`src/rtl/cfg_access_bridge.sv`:
```
module cfg_access_bridge (
  input  logic        clk,
  input  logic        rst_n,
  input  logic        cpu_req,
  input  logic        cpu_sel_data,
  input  logic        cpu_we,
  input  logic [2:0]  cpu_off,
  input  logic [2:0]  cpu_len,
  input  logic [31:0] cpu_wdata,
  output logic [31:0] cpu_rdata,
  output logic        cpu_ready,
  output logic        cfg_req,
  output logic        cfg_we,
  output logic [31:0] cfg_addr,
  output logic [2:0]  cfg_len,
  output logic [31:0] cfg_wdata,
  input  logic        cfg_ack,
  input  logic [31:0] cfg_rdata
);
  typedef enum logic [1:0] {S_IDLE, S_BUSY, S_DONE} state_t;
  state_t      state;
  logic [31:0] areg;
  logic [31:0] conv;
  logic [4:0]  dev_idx;
  logic        dev_hit;
  logic        abort;

  always_comb begin
    dev_idx = '0;
    dev_hit = 1'b0;
    for (int i = 20; i >= 0; i--) begin
      if (areg[11+i]) begin
        dev_idx = i[4:0];
        dev_hit = 1'b1;
      end
    end
  end

  always_comb begin
    if (areg[31])     conv = areg | {30'b0, cpu_off[1:0]};
    else if (areg[0]) conv = {areg[31:3], cpu_off};
    else              conv = {16'b0, dev_idx, areg[10:8], areg[7:3], cpu_off};
  end

  assign abort     = !areg[31] && !areg[0] && !dev_hit;
  assign cpu_ready = (state == S_DONE);

  always_ff @(posedge clk) begin
    if (!rst_n) begin
      state     <= S_IDLE;
      areg      <= '0;
      cpu_rdata <= '0;
      cfg_req   <= 1'b0;
      cfg_we    <= 1'b0;
      cfg_addr  <= '0;
      cfg_len   <= '0;
      cfg_wdata <= '0;
    end else begin
      case (state)
        S_IDLE: if (cpu_req) begin
          if (!cpu_sel_data) begin
            if (cpu_we) areg <= cpu_wdata;
            cpu_rdata <= areg;
            state     <= S_DONE;
          end else if (abort) begin
            cpu_rdata <= '1;
            state     <= S_DONE;
          end else begin
            cfg_req   <= 1'b1;
            cfg_we    <= cpu_we;
            cfg_addr  <= conv;
            cfg_len   <= cpu_len;
            cfg_wdata <= cpu_wdata;
            state     <= S_BUSY;
          end
        end
        S_BUSY: if (cfg_ack) begin
          cfg_req   <= 1'b0;
          cpu_rdata <= cfg_rdata;
          state     <= S_DONE;
        end
        default: state <= S_IDLE;
      endcase
    end
  end
endmodule


```
`config.mk`:
```
export PLATFORM = sky130hd
export DESIGN_NAME = cfg_access_bridge
export DESIGN_NICKNAME = d
export VERILOG_FILES = /design/src/rtl/cfg_access_bridge.sv
export SDC_FILE = /design/constraint.sdc
export NUM_CORES = 1
export LEC_CHECK = 0
export ABC_AREA = 1
export BUFFER_PORTS_ARGS = -buffer_cell sky130_fd_sc_hd__buf_2
export CAP_MARGIN = 20
export CORE_MARGIN = 4
export CORE_UTILIZATION = 50
export DETAILED_ROUTE_END_ITERATION = 12
export PLACE_DENSITY_LB_ADDON = 0.08
export SYNTH_ARGS = -nofsm -noshare
export SYNTH_HDL_FRONTEND = slang
export SYNTH_SLANG_ARGS = --single-unit
```
`constraint.sdc`:
```
create_clock -name clk -period 2.1 [get_ports clk]
set_clock_uncertainty 0.1 [all_clocks]
set_input_delay 0.42 -clock clk [delete_from_list [all_inputs] [get_ports clk]]
set_output_delay 0.42 -clock clk [all_outputs]
set_load 0.01 [all_outputs]
```
# --- Word level (Yosys, flattened, before mapping) ---
# Cells that the tools add are included.
# Widths: inputs -> output; s select.
totals:
  regBits: 135
  input_bits: 76
  out_inout_bits: 102
  elab_cells: 88
op_classes:
  eq_ne: 7
  muxes: 58
  bitwise: 3
  n_reduce_logical: 12
op_table:
  columns: ["cell", "n"]
  rows:
  - ["$mux 32", 5]
  - ["$mux 5", 20]
  - ["$pmux 32 s2", 1]
  - ["$or 32x2->32", 1]
  - ["$mux 31", 1]
  - ["$mux 1", 25]
  - ["$reduce_and 4->1", 3]
  - ["$mux 2", 4]
  - ["$ne 2x2->1 const B", 4]
  - ["$reduce_and 5->1", 1]
  - ["$pmux 2 s2", 1]
  - ["$logic_not 1->1", 3]
  - ["$ne 3x3->1 const B", 1]
  - ["$eq 2x1->1 const B", 1]
  - ["$eq 2x2->1 const B", 1]
  - ["$logic_and 1x1->1", 2]
  - ["$logic_not 2->1", 1]
  - ["$not 1->1", 2]
  - ["$pmux 1 s2", 1]
  - ["$reduce_and 2->1", 1]
  - ["$reduce_bool 2->1", 1]

# --- Logic depth before layout (Yosys ltp) ---
logic_depth:
  ltp_word: 27
  ltp_mapped: 21
  depth_no_buf: 21

# --- Worst setup path before layout ---
# Ideal clock, no wire load.
synth_path:
  path_kind: "register to register"
  from: "register areg[31]"
  to: "register cfg_addr[12]"
  setup_time_ns: 0.119
  arrival_time_ns: 1.665
  t_required_ns: 1.881
  setup_slack_ns: 0.216
  stages_incl_launch_ff: 14
  n_path_buf: 2
  synth_period_minus_slack_ns: 1.884
  cell_sequence: "dfxtp_1 buf_6 nor2_4 inv_2 nor2_4 nand2_1 nor3_2 nand4_1 nand2_1 nor2_2 nand2_4 inv_2 buf_2 o221a_1"
synth_via:
  elab_chain_cells: 25
  elab_cells_between_ends: 28
  cone_classes: "22 x mux; 1 x bitwise; 5 x reduce/logical"
synth_rtl:
  columns: ["item", "line_no", "text"]
  rows:
  - ["start: declaration", "22", "logic [31:0] areg;"]
  - ["start signal: assignment", "62", "if (cpu_we) areg <= cpu_wdata;"]
  - ["$mux 1 (21 in a row)", "32", "if (areg[11+i]) begin"]
  - ["$logic_not 1->1", "45", "assign abort = !areg[31] && !areg[0] && !dev_hit;"]
  - ["$logic_and 1x1->1", "45", null]
  - ["$not 1->1 (no source line)", null, null]
  - ["$reduce_and 4->1 (no source line)", null, null]
  - ["end signal: assignment", "71", "cfg_addr <= conv;"]
  - ["end: declaration", "14", "output logic [31:0] cfg_addr,"]
# Several ways; a longest one is shown, not always the timed one.
# A chain may end at the register's enable or synchronous reset.

# --- Worst setup path in the final report ---
layout_path:
  from: "register state[0]"
  to: "output cpu_ready"
layout_via:
  elab_chain_cells: 1
layout_rtl:
  columns: ["item", "line_no", "text"]
  rows:
  - ["start: declaration", "21", "state_t state;"]
  - ["start signal: assignment", "50", "state <= S_IDLE;"]
  - ["start signal: assignment", "64", "state <= S_DONE;"]
  - ["start signal: assignment", "67", "state <= S_DONE;"]
  - ["$eq 2x2->1", "46", "assign cpu_ready = (state == S_DONE);"]
  - ["end: declaration", "11", "output logic cpu_ready,"]
# Every way passes these cells.

==> summary.md <==
| Metric | Value |
|---|---|
| TritonCTS clock tree | done |
| CTS Sinks | around 140 |
| Die area | 12300 sq um |
| DIE WIDTH | between 100 and 150 um |
| Post-DP HPWL | 11000 um |
| # setup viols final | 0 |
| Seq cells post-synth | 135 |
| Switching Share | around 28% |
| Crit path largest cell delay | 0.37 ns |
| Achievable frequency | 0.502 GHz |
| Post-CTS Hold Buffers | 0 |
| Clock power share | a little over two fifths |
| R2r endpoint | cfg_addr[3]$_SDFFE_PN0P_ |
| FP Rows | 37 |
| Core Footprint | between 10000 and 15000 sq um |
| Max-slew headroom | 74.2% |
| Clock Tree Buf Depth | 2 |
| Post-synth ARST share | 0% |
| Worst Tran Pin Value | 0.387 ns |
| Final Wtd Congestion | ~0.83 |
| DR vias | 5454 |
| Syn nets | around 760 |
| First-pass DRT Iterations | 5 |
| Final hold viol count | 0 |
| Worst Setup End Kind | output port |
| 1st-iter DRT viols | between 500 and 600 |
| Tmin final | 1.99 ns |
| Aggregate global-route resource usage | between 20% and 30% |
| Clk_lat worst skew | 0.52 ns |
| Worst Path Buf+Inv | 2 |
| WHS Endpoint | cfg_len[1]$_SDFFE_PN0P_ |
| FF-to-FF setup slack | 0.11 ns |
| Critical Path AT | between 1 and 1.5 ns |
| I/O pin count | 178 |
| First-pass GRT wire length | between 20000 and 30000 um |
| Starting Density | slightly above 50% |
| Top-count cell post-synth | dfxtp_1 |
| Status | completed |
| H-tree levels | 4 |
| Yosys warning total | 0 |
| Synth area leaders | dfxtp_1 51%, a21oi_1 9.2%, nand2_1 9.2% |
| Post-Synth Adder-Cell Area | 0% |
| Critical path class | flop to output port |
| Post-synthesis compound-gate area fraction | 24.4% |
| Final WL | 16100 um |
| Vias per cell | 5.46 |
| Top_reg_cell synth | dfxtp_1 |
| WP data required | 1.58 ns |
| VDD IR-drop max | 610 uV |
| Part of the power in combinational logic | a little under a fifth |
| Final Max Slew Viols | 0 |
| Port Buffers | 177 |
| Mux contribution to synthesized area | 0% |
| Fin util | 68.5% |
| Wire per inst | 16.2 um |
| Synth cell count leaders | 135 x dfxtp_1, 130 x nand2_1, 98 x a21oi_1, 83 x o21ai_0, 56 x nand3_1 |
| Synth area leader | dfxtp_1 |
| Leakage power | 3.11 nW |
| Int Pwr | 5.53 mW |
| Hold Crit Start | cpu_len[1] |
| Nets@finish | a little over 900 |
| Mean Syn Cell Area | 7.76 sq um |
| Hold Path Cell Cnt | 3 |
| Register share of total power | 38.8% |
| Largest net degree at the start of global routing | 65 |
| Startpoint Class | flop |
| Cells after Synth | 685 |
| Register area share after synthesis | 50.9% |
| Start of the worst register-to-register path | areg[16]$_SDFFE_PN0P_ |
| Post-Synth XOR/XNOR Area | 0% |
| Crit-path slowest cell | dfxtp_1 |
| Setup TNS | 0 ns |
| CTS clk-pin slew, worst paths | 0.06 ns |
| Sw Pwr | 2.11 mW |
| PD cells | 1080 nW/um^2 |
| Max Cap Viol | 0 |
| Area grow syn2layout | 33.1% |
| Die H | around 110 um |
| DRC Markers | 0 |
| Hold Path Class | input pin to flop |
| Post-synthesis simple-gate area fraction | 16.7% |
| Root buf cell | clkbuf_8 |
| Final cycle utilization of the critical path | 94.8% |
| Share of the synthesized area in the top cell type | 50.9% |
| Synthesized area | 5310 sq um |
| Post-route antenna net violation count | 0 |
| Setup repair after global routing missed its margin | no |
| Largest family of logic cells by synthesized area | compound AO/OA/AOI/OAI gates |
| ANT cells | 0 |
| R2R cell count | 10 |
| Crit-path leading delay family | buffers and inverters |
| Initial antenna violation count | 0 |
| Share of layout cells above drive strength 1 | 28.9% |
| Grt total ovfl | 0 |
| Synth unique cells | 28 |
| Number of synthesized flops with an enable pin | 0 |
| Crit path max fanout | 33 |
| Crit path cell chain | buf_4 > nor2_1 > buf_2 |
| Num CTS Buffers | 17 |
| Vias in the first global route | 5050 |
[power by group through the flow]
| stage | logic [mW] | registers, mW | clock network [mW] |
|---|---|---|---|
| after floorplan | 0.733 | 3.09 | 0 |
| after CTS | 1.30 | 2.96 | 3.32 |
| after detailed placement | 1.30 | 3.01 | 0 |
| final | 1.40 | 2.96 | 3.28 |
| after global routing | 1.55 | 2.99 | 3.43 |
| after global placement | 1.27 | 3.00 | 0 |
[per-stage QoR]
stage                     power [mW]  hold slack (ns)  setup slack, ns  instance area (sq um)  cells
after global routing            7.97           0.0346          0.00981                   7070    999
after global placement          4.28            0.350            0.139                   6310    962
after floorplan                 3.82            0.334            0.216                   5310    685
after detailed placement        4.31            0.356           0.0532                   6310    962
after CTS                       7.58           0.0279           0.0318                   6970    994
final                           7.64           0.0457            0.108                   7070    999
[worst min-delay path, delay by kind of cell]
family | cells | cell delay, ns
AOI/OAI and AO/OA | 1 | 0.05
buffers and inverters | 1 | 0.10
and+or+nand+nor | 1 | 0.05
[area by class of cell]
cell class,count,area (sq um)
fill,888,3250
sequential,135,2700
multi-input combinational,455,2220
timing repair buffer,199,1140
clock buffer,18,428
clock inverter,14,229
tap,136,170
inverter,40,165
timing repair inverter,2,20.0
[worst max-delay path by stage]
| stage | start | to | slack (ns) | cells after the start |
|---|---|---|---|---|
| global route | areg[26]$_SDFFE_PN0P_ | cfg_addr[6]$_SDFFE_PN0P_ | 0.01 | 11 |
| detailed placement | areg[31]$_SDFFE_PN0P_ | cpu_rdata[12]$_SDFFE_PN0P_ | 0.05 | 13 |
| floorplan | areg[31]$_SDFFE_PN0P_ | cfg_addr[12]$_SDFFE_PN0P_ | 0.22 | 13 |
| finish | state[0]$_SDFFE_PN0P_ | cpu_ready | 0.11 | 3 |
| global placement | areg[31]$_SDFFE_PN0P_ | cpu_rdata[12]$_SDFFE_PN0P_ | 0.14 | 13 |
| CTS | areg[31]$_SDFFE_PN0P_ | cpu_rdata[12]$_SDFFE_PN0P_ | 0.03 | 13 |
[flip-flops by register name, indices dropped and copies added, names as in the netlist]
signal and cells:
cpu_rdata 32, cfg_addr 32, cfg_len 3, cfg_wdata 32, state 2, areg 32
cfg_we 1, cfg_req 1
[placed cells by master (no fill, tap or decap), drive strengths merged, types with 2 or more instances in the layout]
cell,netlist,final
a21oi,98,98
a31oi,36,36
buf,22,198
bufinv,0,6
clkbuf,33,19
clkinv,2,8
clkinvlp,0,2
dfxtp,135,135
inv,38,40
nand2,132,132
nand3,56,56
nor2,14,14
nor3,2,2
o21ai,111,111
[cell families after synthesis]
family                 after synthesis
flip-flops                         135
AND/OR/NAND/NOR                    207
buffers and inverters               95
AO/OA/AOI/OAI                      248
[per-layer routing]
metal	up-vias	routed length (um)	global-route usage (%)	share of wire [%]
met1	2534	7670	35.5	48
met4	0	194	6.73	1.2
met2	227	6920	36.0	43
met5	-	0	0	0
li1	2676	-	-	-
met3	17	1350	7.81	8.4
[timing repair]
item	4_1_cts	5_1_grt
resized for setup	0	22
endpoints found under the setup margin	0	90
setup buffers	0	2
Power figures use the tool's default switching activity.
